`src/rtl/addsub_pkg.sv`:
```
package addsub_pkg;

  // Operation codes seen by the decoder
  typedef enum logic [1:0] {
    OP_ADD = 2'b00,
    OP_SUB = 2'b01,
    OP_ADC = 2'b10,
    OP_RSV = 2'b11
  } addOp_e;

  // Strobe pair passed from control to datapath
  typedef struct packed {
    logic invForce;  // complement B, force a carry of one
    logic useFlag;   // carry-in taken from the stored flag
  } addStrobe_t;

endpackage

```
`src/rtl/addsub_decode.sv`:
```
module addsub_decode
  import addsub_pkg::*;
(
  input  logic [1:0] opCode,
  output addStrobe_t strobe
);

  always_comb begin
    strobe = '0;
    unique case (addOp_e'(opCode))
      OP_ADD: strobe = '{invForce: 1'b0, useFlag: 1'b0};
      OP_SUB: strobe = '{invForce: 1'b1, useFlag: 1'b1};
      OP_ADC: strobe = '{invForce: 1'b0, useFlag: 1'b1};
      default: strobe = '0;  // reserved code acts as plain add
    endcase
  end

  // decoder never emits the invert-only combination
  always_comb begin
    p_no_lone_invert_r5: assert (!(strobe.invForce && !strobe.useFlag))
      else $error("decoder produced invert-only strobes");
  end

  // reserved code leaves both strobes low
  always_comb begin
    if (opCode == 2'b11) begin
      p_rsv_quiet_r6: assert (strobe == '0)
        else $error("reserved code drove a strobe");
    end
  end

endmodule

```
`src/rtl/addsub_datapath.sv`:
```
module addsub_datapath
  import addsub_pkg::*;
#(
  parameter int WIDTH = 16
) (
  input  logic [WIDTH-1:0] opA,
  input  logic [WIDTH-1:0] opB,
  input  logic             carryFlag,
  input  addStrobe_t       strobe,
  output logic [WIDTH-1:0] result,
  output logic             carryOut
);

  localparam int TOTW = WIDTH + 2;

  logic [WIDTH-1:0] condB;
  logic [1:0]       cinVal;
  logic [TOTW-1:0]  total;

  // Per-bit conditional inversion of B
  for (genvar i = 0; i < WIDTH; i++) begin : g_cond
    assign condB[i] = opB[i] ^ strobe.invForce;
  end

  // Effective carry-in: 0, flag, 1 or 2
  always_comb begin
    unique case ({strobe.invForce, strobe.useFlag})
      2'b00:   cinVal = 2'd0;
      2'b01:   cinVal = {1'b0, carryFlag};
      2'b11:   cinVal = 2'd1;
      default: cinVal = 2'd2;
    endcase
  end

  assign total    = {2'b00, opA} + {2'b00, condB} + {{WIDTH{1'b0}}, cinVal};
  assign result   = total[WIDTH-1:0];
  assign carryOut = |total[TOTW-1:WIDTH];

endmodule

```
`src/rtl/addsub_unit.sv`:
```
module addsub_unit
  import addsub_pkg::*;
#(
  parameter int WIDTH = 16
) (
  input  logic [WIDTH-1:0] opA,
  input  logic [WIDTH-1:0] opB,
  input  logic             carryFlag,
  input  logic [1:0]       opCode,
  input  logic             ctlSel,
  input  logic [1:0]       directCtl,
  output logic [WIDTH-1:0] result,
  output logic             carryOut
);

  localparam int TOTW = WIDTH + 2;

  addStrobe_t decStrobe;
  addStrobe_t activeStrobe;

  addsub_decode u_decode (
    .opCode (opCode),
    .strobe (decStrobe)
  );

  assign activeStrobe = ctlSel ? addStrobe_t'(directCtl) : decStrobe;

  addsub_datapath #(.WIDTH(WIDTH)) u_datapath (
    .opA       (opA),
    .opB       (opB),
    .carryFlag (carryFlag),
    .strobe    (activeStrobe),
    .result    (result),
    .carryOut  (carryOut)
  );

  // Port-level arithmetic checks against full-precision sums
  logic [TOTW-1:0] outTotal;
  logic [TOTW-1:0] sumPlain;
  logic [TOTW-1:0] sumFlag;
  logic [TOTW-1:0] diffWide;

  assign outTotal = {1'b0, carryOut, result};
  assign sumPlain = {2'b00, opA} + {2'b00, opB};
  assign sumFlag  = sumPlain + {{(TOTW-1){1'b0}}, carryFlag};
  assign diffWide = {2'b00, opA} - {2'b00, opB};

  always_comb begin
    unique case ({activeStrobe.invForce, activeStrobe.useFlag})
      2'b00: p_add_r1: assert (outTotal == sumPlain)
        else $error("add result mismatch");
      2'b01: p_adc_r3: assert (outTotal == sumFlag)
        else $error("add-with-carry mismatch");
      2'b11: p_sub_r2: assert ((result == diffWide[WIDTH-1:0]) && (carryOut == (opA >= opB)))
        else $error("subtract mismatch");
      default: p_lone_inv_r4: assert (result == WIDTH'(diffWide + 1'b1))
        else $error("invert-only mismatch");
    endcase
  end

endmodule

```
`config.mk`:
```
export PLATFORM = sky130hd
export DESIGN_NAME = addsub_unit
export DESIGN_NICKNAME = d
export VERILOG_FILES = /design/src/rtl/addsub_pkg.sv /design/src/rtl/addsub_decode.sv /design/src/rtl/addsub_datapath.sv /design/src/rtl/addsub_unit.sv
export SDC_FILE = /design/constraint.sdc
export NUM_CORES = 1
export LEC_CHECK = 0
export CAP_MARGIN = 40
export CORE_MARGIN = 4
export CORE_UTILIZATION = 40
export DETAILED_ROUTE_END_ITERATION = 6
export GPL_ROUTABILITY_DRIVEN = 0
export GPL_TIMING_DRIVEN = 0
export PLACE_DENSITY = 0.81
export SLEW_MARGIN = 0
export SYNTH_ARGS = -nofsm -noshare
export SYNTH_HDL_FRONTEND = slang
export SYNTH_HIERARCHICAL = 1
export SYNTH_SLANG_ARGS = --single-unit
```
`constraint.sdc`:
```
create_clock -name vclk -period 3.8
set_input_delay 0.38 -clock vclk [all_inputs]
set_output_delay 0.38 -clock vclk [all_outputs]
set_load 0.01 [all_outputs]
```
==> results of run 1 <==
how the worst max path moves through the flow:
stage	start	to	slack, ps	cells after the start
floorplan	opCode[1]	result[15]	40	16
global placement	opCode[1]	result[15]	-1110	18
detailed placement	opCode[1]	result[15]	-1180	18
CTS	ctlSel	result[11]	40	16
global route	opCode[1]	result[11]	-50	18
finish	opCode[1]	result[11]	70	18
synthesized netlist by cell type:
cell	n
a2111o_1	1
a2111oi_4	1
a211o_2	1
a211oi_1	1
a21boi_0	1
a21o_1	1
a21oi_1	9
a2bb2oi_2	1
a31oi_1	2
and3_1	1
and4_1	1
buf_2	2
fa_1	3
ha_1	30
inv_1	10
mux2_2	3
nand2_1	7
nand2b_1	6
nand3_1	7
nand3b_1	1
nand4_1	3
nand4b_1	1
nor2_1	4
nor2_2	1
nor2b_1	2
nor3_1	2
o211ai_1	4
o21a_1	4
o21ai_0	5
o21bai_1	2
o31ai_4	1
or2_2	1
xnor2_1	7
xor2_1	19
power by group through the flow:
stage / Sequential [µW] / Combinational, µW / Clock [µW]
floorplan: 0 / 371 / 0
global placement: 0 / 619 / 0
detailed placement: 0 / 637 / 0
CTS: 0 / 666 / 0
global route: 0 / 751 / 0
finish: 0 / 687 / 0
layout by cell type, fill, tap and decap left out, types with 5 or more instances in the layout:
| cell | count |
|---|---|
| a21oi_1 | 8 |
| clkdlybuf4s50_1 | 40 |
| nand2b_1 | 5 |
| inv_1 | 8 |
| dlygate4sd2_1 | 5 |
| xor2_1 | 19 |
| buf_4 | 12 |
| xnor2_1 | 6 |
| nand3_1 | 7 |
| nand2_1 | 7 |
| ha_1 | 27 |
stage by stage:
step           TNS [ps]   util  worst slack (ps)  total power, µW
2_1_floorplan         0      -              38.7              371
3_3_place_gp     -11020  0.640             -1110              619
3_5_place_dp     -12050  0.640             -1180              637
4_1_cts               0  0.699              41.1              666
5_1_grt           -55.5  0.715             -54.9              751
6_report              0  0.715              70.8              687
logic make-up after synthesis:
logic type                 share of synthesized area
xor gates and xnor gates                       0.188
buffers and inverters                         0.0393
AOI/OAI and AO/OA                              0.219
adders and majority gates                      0.360
and+or+nand+nor                                0.165
muxes                                         0.0279
cell type report:
| type | count | area, µm² | area share |
|---|---|---|---|
| repair buffers | 70 | 659 | 0.326 |
| inverters | 10 | 40.0 | 0.0198 |
| plain buffers | 1 | 20.0 | 0.00989 |
| multi-input cells | 133 | 1260 | 0.625 |
| well taps | 31 | 38.8 | 0.0192 |
worst min-delay path: stages:
cell and delay, ps:
clkdlybuf4s50_1 460, ha_1 160, mux2_2 160, clkbuf_2 120
metal layers:
metal	GRT usage	part of all wire
met3	0.0234	0.043
met4	0.0386	0.024
met2	0.352	0.55
met1	0.187	0.38
met5	0	0
timing repair:
item / CTS / global route
setup endpoints to repair: 15 / 8
buffers inserted: 12 / 2
cloned: 1 / 0
pin swaps: 11 / 8
hold buffers: 0 / 0
gates resized for setup: 53 / 13
==> metrics.md, run 1 <==
| Metric | Value |
|---|---|
| Area after DPL | 1810 µm² |
| FF+latch area | 0 µm² |
| Netlist Area Pre-Place | roughly 1200 µm² |
| Shortest period the worst path allows | 3730 ps |
| Design area | roughly 2000 µm² |
| Critical path launch point type | input port |
| Internal Pwr Total | 362 µW |
| Net Sw Frac | 0.473 |
| Layout area overhead | 67.4% |
| First-pass GRT wire length | roughly 6 mm |
| Mapped Cells | 145 |
| Ant diodes | 0 |
| Via density | 5.48 |
| Clock power frac | 0 |
| Switching power total | 325 µW |
| Antenna viol nets, final | 0 |
| Final max-slew violation count | 0 |
| Total Routing Usage GR | 0.175 |
| Worst Path Max Fanout | 4 |
| DRT iter0 DRCs | 31 |
| Hold Path Depth | 4 |
| Syn. warnings | 6 |
| Yosys top cell area share | 0.311 |
| Max Fclk | 268 MHz |
| Final std cells w/o fill | 245 |
| RSZ-0062 raised after global routing | yes |
| Required time of the critical path | 3420 ps |
| Vias | about 1300 |
| MaxCap Viol Count | 0 |
| Nets | 287 |
| Top cells by area, synth | ha_1, xor2_1, xnor2_1 |
| CP delay by family, top | adder cells |
| HP Start | opA[15] |
| PwrDens | about 340 nW/µm² |
| Wirelength, routed | between 3 and 4 mm |
| Most used cell, CP | buf_6 |
| Seq_cells | 0 |
| Setup violations, final | 0 |
| CP bufs+invs | 7 |
| Post-Syn Nets | 216 |
| Avg Inst Size Synth | 8.34 µm² |
| Post-synthesis sequential area ratio | 0 |
| I/O pin cnt | 55 |
| Number of distinct library cells after synthesis | 34 |
| CLK BUF | 0 |
| DRC Markers | 0 |
| Die Width | between 60 and 70 µm |
| Total grt overflow | 0 |
| Wire per inst | 15.0 µm |
| Die Height | 63.0 µm |
| Status | completed |
| Layout cell share with drive strength beyond 1 | 0.215 |
| Placed Cells | 231 |
| Maximum number of pins on one net before global-route repair | 9 |
| P_leak | 0.000948 µW |
| Core area | 2830 µm² |
| Starting Density | 0.427 |
| Number of port buffers | 55 |
| Setup CP Type | in -> out |
| Slew headroom | 0.799 |
| Rows | 19 |
| Initial antenna violation count | 0 |
| Share of power burned in registers | 0 |
| Tightest Hold Check Type | in -> out |
| Filler instances | 224 |
| Worst hold endpoint | carryOut |
| Worst vdd ir | 0.236 mV |
| DP HPWL | ~2.8 mm |
| 1st-pass router iterations | 4 |
| Hold Vio Cnt, Final | 0 |
| Die Area | 3970 µm² |
| Worst path max stage delay | 510 ps |
| Fin crit share | 0.981 |
| Largest area contributor in the netlist | ha_1 |
| Comb pwr share | 1.000 |
| CP Cell Sequence | buf_6 -> inv_4 -> ha_4 -> mux2_4 -> buf_12 -> xnor2_4 -> fa_1 -> inv_1 -> ha_2 -> inv_2 -> fa_2 -> nor2b_4 -> o31ai_4 -> a2bb2oi_4 -> buf_6 -> a2111o_1 -> nand4_1 -> buf_2 |
| CP arrival | around 3400 ps |
| Worst path slowest cell | fa_1 |
| Worst slew pin tran | 301 ps |
| Min Hold Slack | 1660 ps |
| CP Capture Type | primary output |
| Vias in the first global route | approximately 1400 |
Note: power is estimated with default switching activity, not from simulation.
==> inputs of run 2 (changes only) <==
Settings changed: CAP_MARGIN 40 to unset, CORE_UTILIZATION 40 to 42, PLACE_DENSITY 0.81 to 0.8, SYNTH_HIERARCHICAL 1 to unset, TNS_END_PERCENT set to 20.
==> metrics.md, run 2 <==
| Metric | Value |
|---|---|
| Status | finished with violations |
| Failing checks | negative setup slack |
| Syn. warnings | 0 |
| Adder-cell share of the synthesized area | 0.213 |
| Multiplexer area fraction after synthesis | 0.0352 |
| Design area | 2400 µm² |
| Core area | 3150 µm² |
| I/O pin cnt | 55 |
| Yosys top cell area share | 0.191 |
| Commonest non-fill, non-tap cell in the layout | clkdlybuf4s50_1 |
| Avg Inst Size Synth | 8.16 µm² |
| Total Routing Usage GR | 0.175 |
| P_leak | 0.000998 µW |
| DRC Markers | 0 |
| Max Fclk | 257 MHz |
| Required time of the critical path | between 3000 and 4000 ps |
| FF+latch area | 0 µm² |
| Wire per inst | 14.1 µm |
| Most frequent cells in the layout | clkdlybuf4s50_1, xnor2_1, buf_4, ha_1, inv_1 |
| MaxCap Viol Count | 0 |
| Vias | 1571 |
| Min Hold Slack | approximately 1700 ps |
| Seq_cells | 0 |
| Total grt overflow | 0 |
| Rows | 20 |
| Via density | 5.31 |
| Top cells by area, synth | xnor2_1, ha_1, inv_1 |
| Post-Syn Nets | 235 |
| Post-Synth XOR/XNOR Area | 0.228 |
| Final max-slew violation count | 0 |
| DRT iter0 DRCs | 51 |
| Vias in the first global route | 1494 |
| Layout area overhead | 69.1% |
| Number of distinct library cells after synthesis | 52 |
| CP Capture Type | primary output |
| Commonest cells post-synth | xnor2_1, ha_1, inv_1 |
| Setup violations, final | 2 |
| Wirelength, routed | around 4.2 mm |
| Die Height | approximately 66 µm |
| Maximum number of pins on one net before global-route repair | 8 |
| Hold Vio Cnt, Final | 0 |
| Fin crit share | 1.02 |
| Starting Density | 0.450 |
| DP HPWL | 2.95 mm |
| CP arrival | 3510 ps |
| Fraction of the mapped netlist area in simple logic gates | 0.207 |
| Post-synthesis sequential area ratio | 0 |
| Largest area contributor in the netlist | xnor2_1 |
| Ant diodes | 0 |
| First-pass GRT wire length | about 6.3 mm |
| Netlist Area Pre-Place | 1420 µm² |
| Area after DPL | 2050 µm² |
| 1st-pass router iterations | 4 |
| Setup CP Type | in -> out |
| Worst slew pin tran | 409 ps |
| Worst Path Max Fanout | 4 |
| Slew headroom | 0.727 |
| Worst vdd ir | approximately 0.18 mV |
| Critical path launch point type | input port |
| Die Width | 66.2 µm |
| Layout cell share with drive strength beyond 1 | 0.329 |
| CLK BUF | 0 |
| Nets | roughly 320 |
| RSZ-0062 raised after global routing | yes |
| Tightest Hold Check Type | in -> out |
| Compound-Gate Fraction of Synth Area | 0.277 |
| Die Area | 4380 µm² |
| Fin worst setup slack | -89.9 ps |
| Initial antenna violation count | 0 |
| Number of port buffers | 55 |
| Antenna viol nets, final | 0 |
| PwrDens | ~320 nW/µm² |
| Mapped Cells | 174 |
| Largest family of logic cells by synthesized area | compound AO/OA/AOI/OAI gates |
| Most common cell in the netlist | xnor2_1 |
| Shortest period the worst path allows | 3890 ps |
==> run 2: cell types whose count changed after synthesis, sizes merged, moves of 3 or more <==
cell,previous run,this run
inv,10,14
nand2,7,4
nand2b,6,0
mux2,3,0
nand3,7,3
o21ai,5,9
xnor2,7,31
nor2,5,9
o2111ai,0,3
ha,30,21
xor2,19,6
nor3,2,10
mux2i,0,5
==> run 2: through the flow <==
stage | instances | worst slack, ps | setup TNS, ps | total power, µW | util
6_report | 296 | -89.9 | -152 | 764 | 0.762
3_3_place_gp | 273 | -1180 | -11540 | 658 | 0.651
2_1_floorplan | 174 | 16.6 | 0 | 431 | -
4_1_cts | 290 | -191 | -461 | 694 | 0.712
5_1_grt | 296 | -264 | -1240 | 826 | 0.762
3_5_place_dp | 273 | -1210 | -12250 | 667 | 0.651
==> run 2: report_power, final <==
part           switching, µW  leakage, µW  internal [µW]
Sequential                 0            0              0
Combinational            383     0.000998            381
Clock                      0            0              0
==> run 2: worst max-delay path, stage by stage <==
cell	delay [ps]
buf_8	70
inv_4	30
ha_4	150
mux2i_4	220
buf_8	160
xnor2_2	70
ha_1	320
nor2b_4	140
o31a_1	280
or4b_4	520
a31oi_4	220
nand4b_1	160
buf_4	190
nor2_4	100
buf_6	110
nand4_1	110
xnor2_1	140
buf_2	140
==> run 2: routing by layer <==
metal	wire, µm	GRT usage	vias to the layer above	part of all wire
met5	0	0	-	0
met4	0	0.0102	0	0
met3	236	0.0255	0	0.057
met2	2150	0.335	40	0.51
met1	1790	0.212	729	0.43
li1	-	-	802	-
==> run 2: layout make-up <==
cell class | count | area [µm²]
fill | 232 | 752
inverter | 14 | 55.1
tap | 44 | 55.1
multi-input combinational | 159 | 1560
timing repair buffer | 78 | 713
buffer | 1 | 15.0
==> run 2: logic make-up (layout without fill, tap and decap cells) <==
kind of cell               after synthesis  after routing
buffers and inverters                   15             93
AOI/OAI and AO/OA                       48             48
muxes                                    5              5
and+or+nand+nor                         46             46
xor gates and xnor gates                37             37
adders and majority gates               23             23
==> run 2: path summary, 6_finish.rpt <==
kind | from | endpoint | slack (ps) | cells past startpoint
setup / recovery | opCode[1] | result[15] | -90 | 18
hold / removal | opA[15] | carryOut | 1750 | 5
==> run 2: what timing repair did <==
item,CTS,global route
pin swaps,15,20
setup buffers,17,6
hold buffers,0,0
gates resized for setup,65,24
gates cloned,0,0
endpoints found under the setup margin,16,11
==> inputs of run 3 (changes only) <==
Settings changed: CORE_MARGIN 4 to unset, CORE_UTILIZATION 42 to 45, PLACE_DENSITY 0.8 to 0.82.
Clock period 3.8 ns to 4.6 ns, I/O delays scaled along.
==> metrics.md, run 3 (synthesis gave the netlist of run 2 again) <==
| Metric | Value |
|---|---|
| Layout cell share with drive strength beyond 1 | 0.180 |
| CP Cell Sequence | clkdlybuf4s50_1 -> inv_1 -> ha_1 -> mux2i_4 -> clkbuf_8 -> xnor2_1 -> ha_1 -> nor2b_4 -> o31a_1 -> or4b_4 -> a31oi_4 -> nand2_2 -> nor3_4 -> xnor2_1 -> clkdlybuf4s50_1 |
| Slew headroom | 0.551 |
| Failing checks | negative setup slack |
| Vias in the first global route | 1316 |
| DRT iter0 DRCs | 35 |
| Setup CP Type | in -> out |
| I/O pin cnt | 55 |
| Worst path slowest cell | clkdlybuf4s50_1 |
| Fin crit share | 1.00 |
| 1st-pass router iterations | 4 |
| Cts hold-fix bufs | 0 |
| First-pass GRT wire length | between 5 and 6 mm |
| FF+latch area | 0 µm² |
| Shortest period the worst path allows | 4600 ps |
| Rows | 20 |
| Seq_cells | 0 |
| CLK BUF | 0 |
| Core area | 3030 µm² |
| Worst path max stage delay | about 540 ps |
| Worst slack at placement | -1320 ps |
| Ant diodes | 0 |
| Wire per inst | 11.5 µm |
| Tightest Hold Check Type | in -> out |
| Nets | 302 |
| Final core utilization | 0.720 |
| Commonest non-fill, non-tap cell in the layout | clkdlybuf4s50_1 |
| Layout area overhead | 53.5% |
| Worst slew pin tran | 662 ps |
| Total Routing Usage GR | 0.197 |
| Die Width | 58.2 µm |
| Required time of the critical path | about 4100 ps |
| CP delay by family, top | buffers and inverters |
| Worst vdd ir | roughly 0.17 mV |
| CP Capture Type | primary output |
| P_leak | between 0.0009 and 0.001 µW |
| CP bufs+invs | 4 |
| Hold Vio Cnt, Final | 0 |
| Status | finished with violations |
| Wirelength, routed | about 3.3 mm |
| Worst hold endpoint | carryOut |
| Via density | between 5 and 6 |
| PwrDens | 256 nW/µm² |
| Fin worst setup slack | -4.65 ps |
| Max Fclk | 217 MHz |
| RSZ-0062 raised after global routing | yes |
| Hold Path Depth | 5 |
| Initial antenna violation count | 0 |
| Fin Setup TNS | -4.65 ps |
| Total grt overflow | 0 |
| DRC Markers | 0 |
| Die Height | between 50 and 60 µm |
| Number of port buffers | 55 |
| Worst Path Max Fanout | 8 |
| Most frequent cells in the layout | clkdlybuf4s50_1, xnor2_1, ha_1, inv_1, buf_4 |
| Antenna viol nets, final | 0 |
| Starting Density | 0.469 |
| DP HPWL | between 2 and 3 mm |
| HP Start | opA[15] |
| Setup violations, final | 1 |
| Maximum number of pins on one net before global-route repair | 9 |
| Critical path launch point type | input port |
| MaxCap Viol Count | 0 |
| Die Area | 3380 µm² |
| Final max-slew violation count | 0 |
| Vias | around 1500 |
| CP arrival | 4140 ps |
run 3: tightest hold or removal path, cell delays in order:
cell and delay, ps:
clkdlybuf4s50_1 460, ha_1 150, o22ai_1 100, mux2i_1 140, dlymetal6s2s_1 180
run 3: how the worst max path moves through the flow:
stage               from         end  cells after the start
5_1_grt        opCode[1]  result[15]                     20
3_3_place_gp   opCode[1]  result[15]                     16
2_1_floorplan  opCode[1]  result[15]                     14
4_1_cts        opCode[1]    carryOut                     17
3_5_place_dp   opCode[1]    carryOut                     16
6_report       opCode[1]  result[10]                     15
run 3: what timing repair did:
item                       in CTS  in global routing
gates cloned                    0                  0
resized for setup              18                 17
buffers inserted                7                  3
pin swaps                       5                  7
setup endpoints to repair      13                 11
run 3: per-layer routing:
layer  global-route usage  share of wire  routed length [µm]  up-vias
li1                     -              -                   -      776
met1                0.271           0.46                1500      675
met2                0.361           0.51                1650       39
met3              0.00446          0.035                 115        0
met4              0.00340              0                   0        0
met5                    0              0                   0        -
run 3: final cells by class:
class | instances | area (µm²)
repair buffers | 65 | 626
fillers | 235 | 848
multi-input cells | 159 | 1430
inverters | 14 | 52.6
well taps | 44 | 55.1
plain buffers | 1 | 13.8
run 3: power breakdown:
part | total (µW) | internal [µW] | switching (µW)
clock | 0 | 0 | 0
sequential | 0 | 0 | 0
combinational | 558 | 286 | 272
total | 558 | 286 | 272
run 3: per-stage QoR:
stage	cells	hold WS, ps	cell area (µm²)	power [µW]
finish	283	1950	2180	558
global route	283	2030	2180	609
CTS	280	2120	2120	550
detailed placement	273	2140	2030	540
global placement	273	2160	2030	535
floorplan	174	1180	1420	352
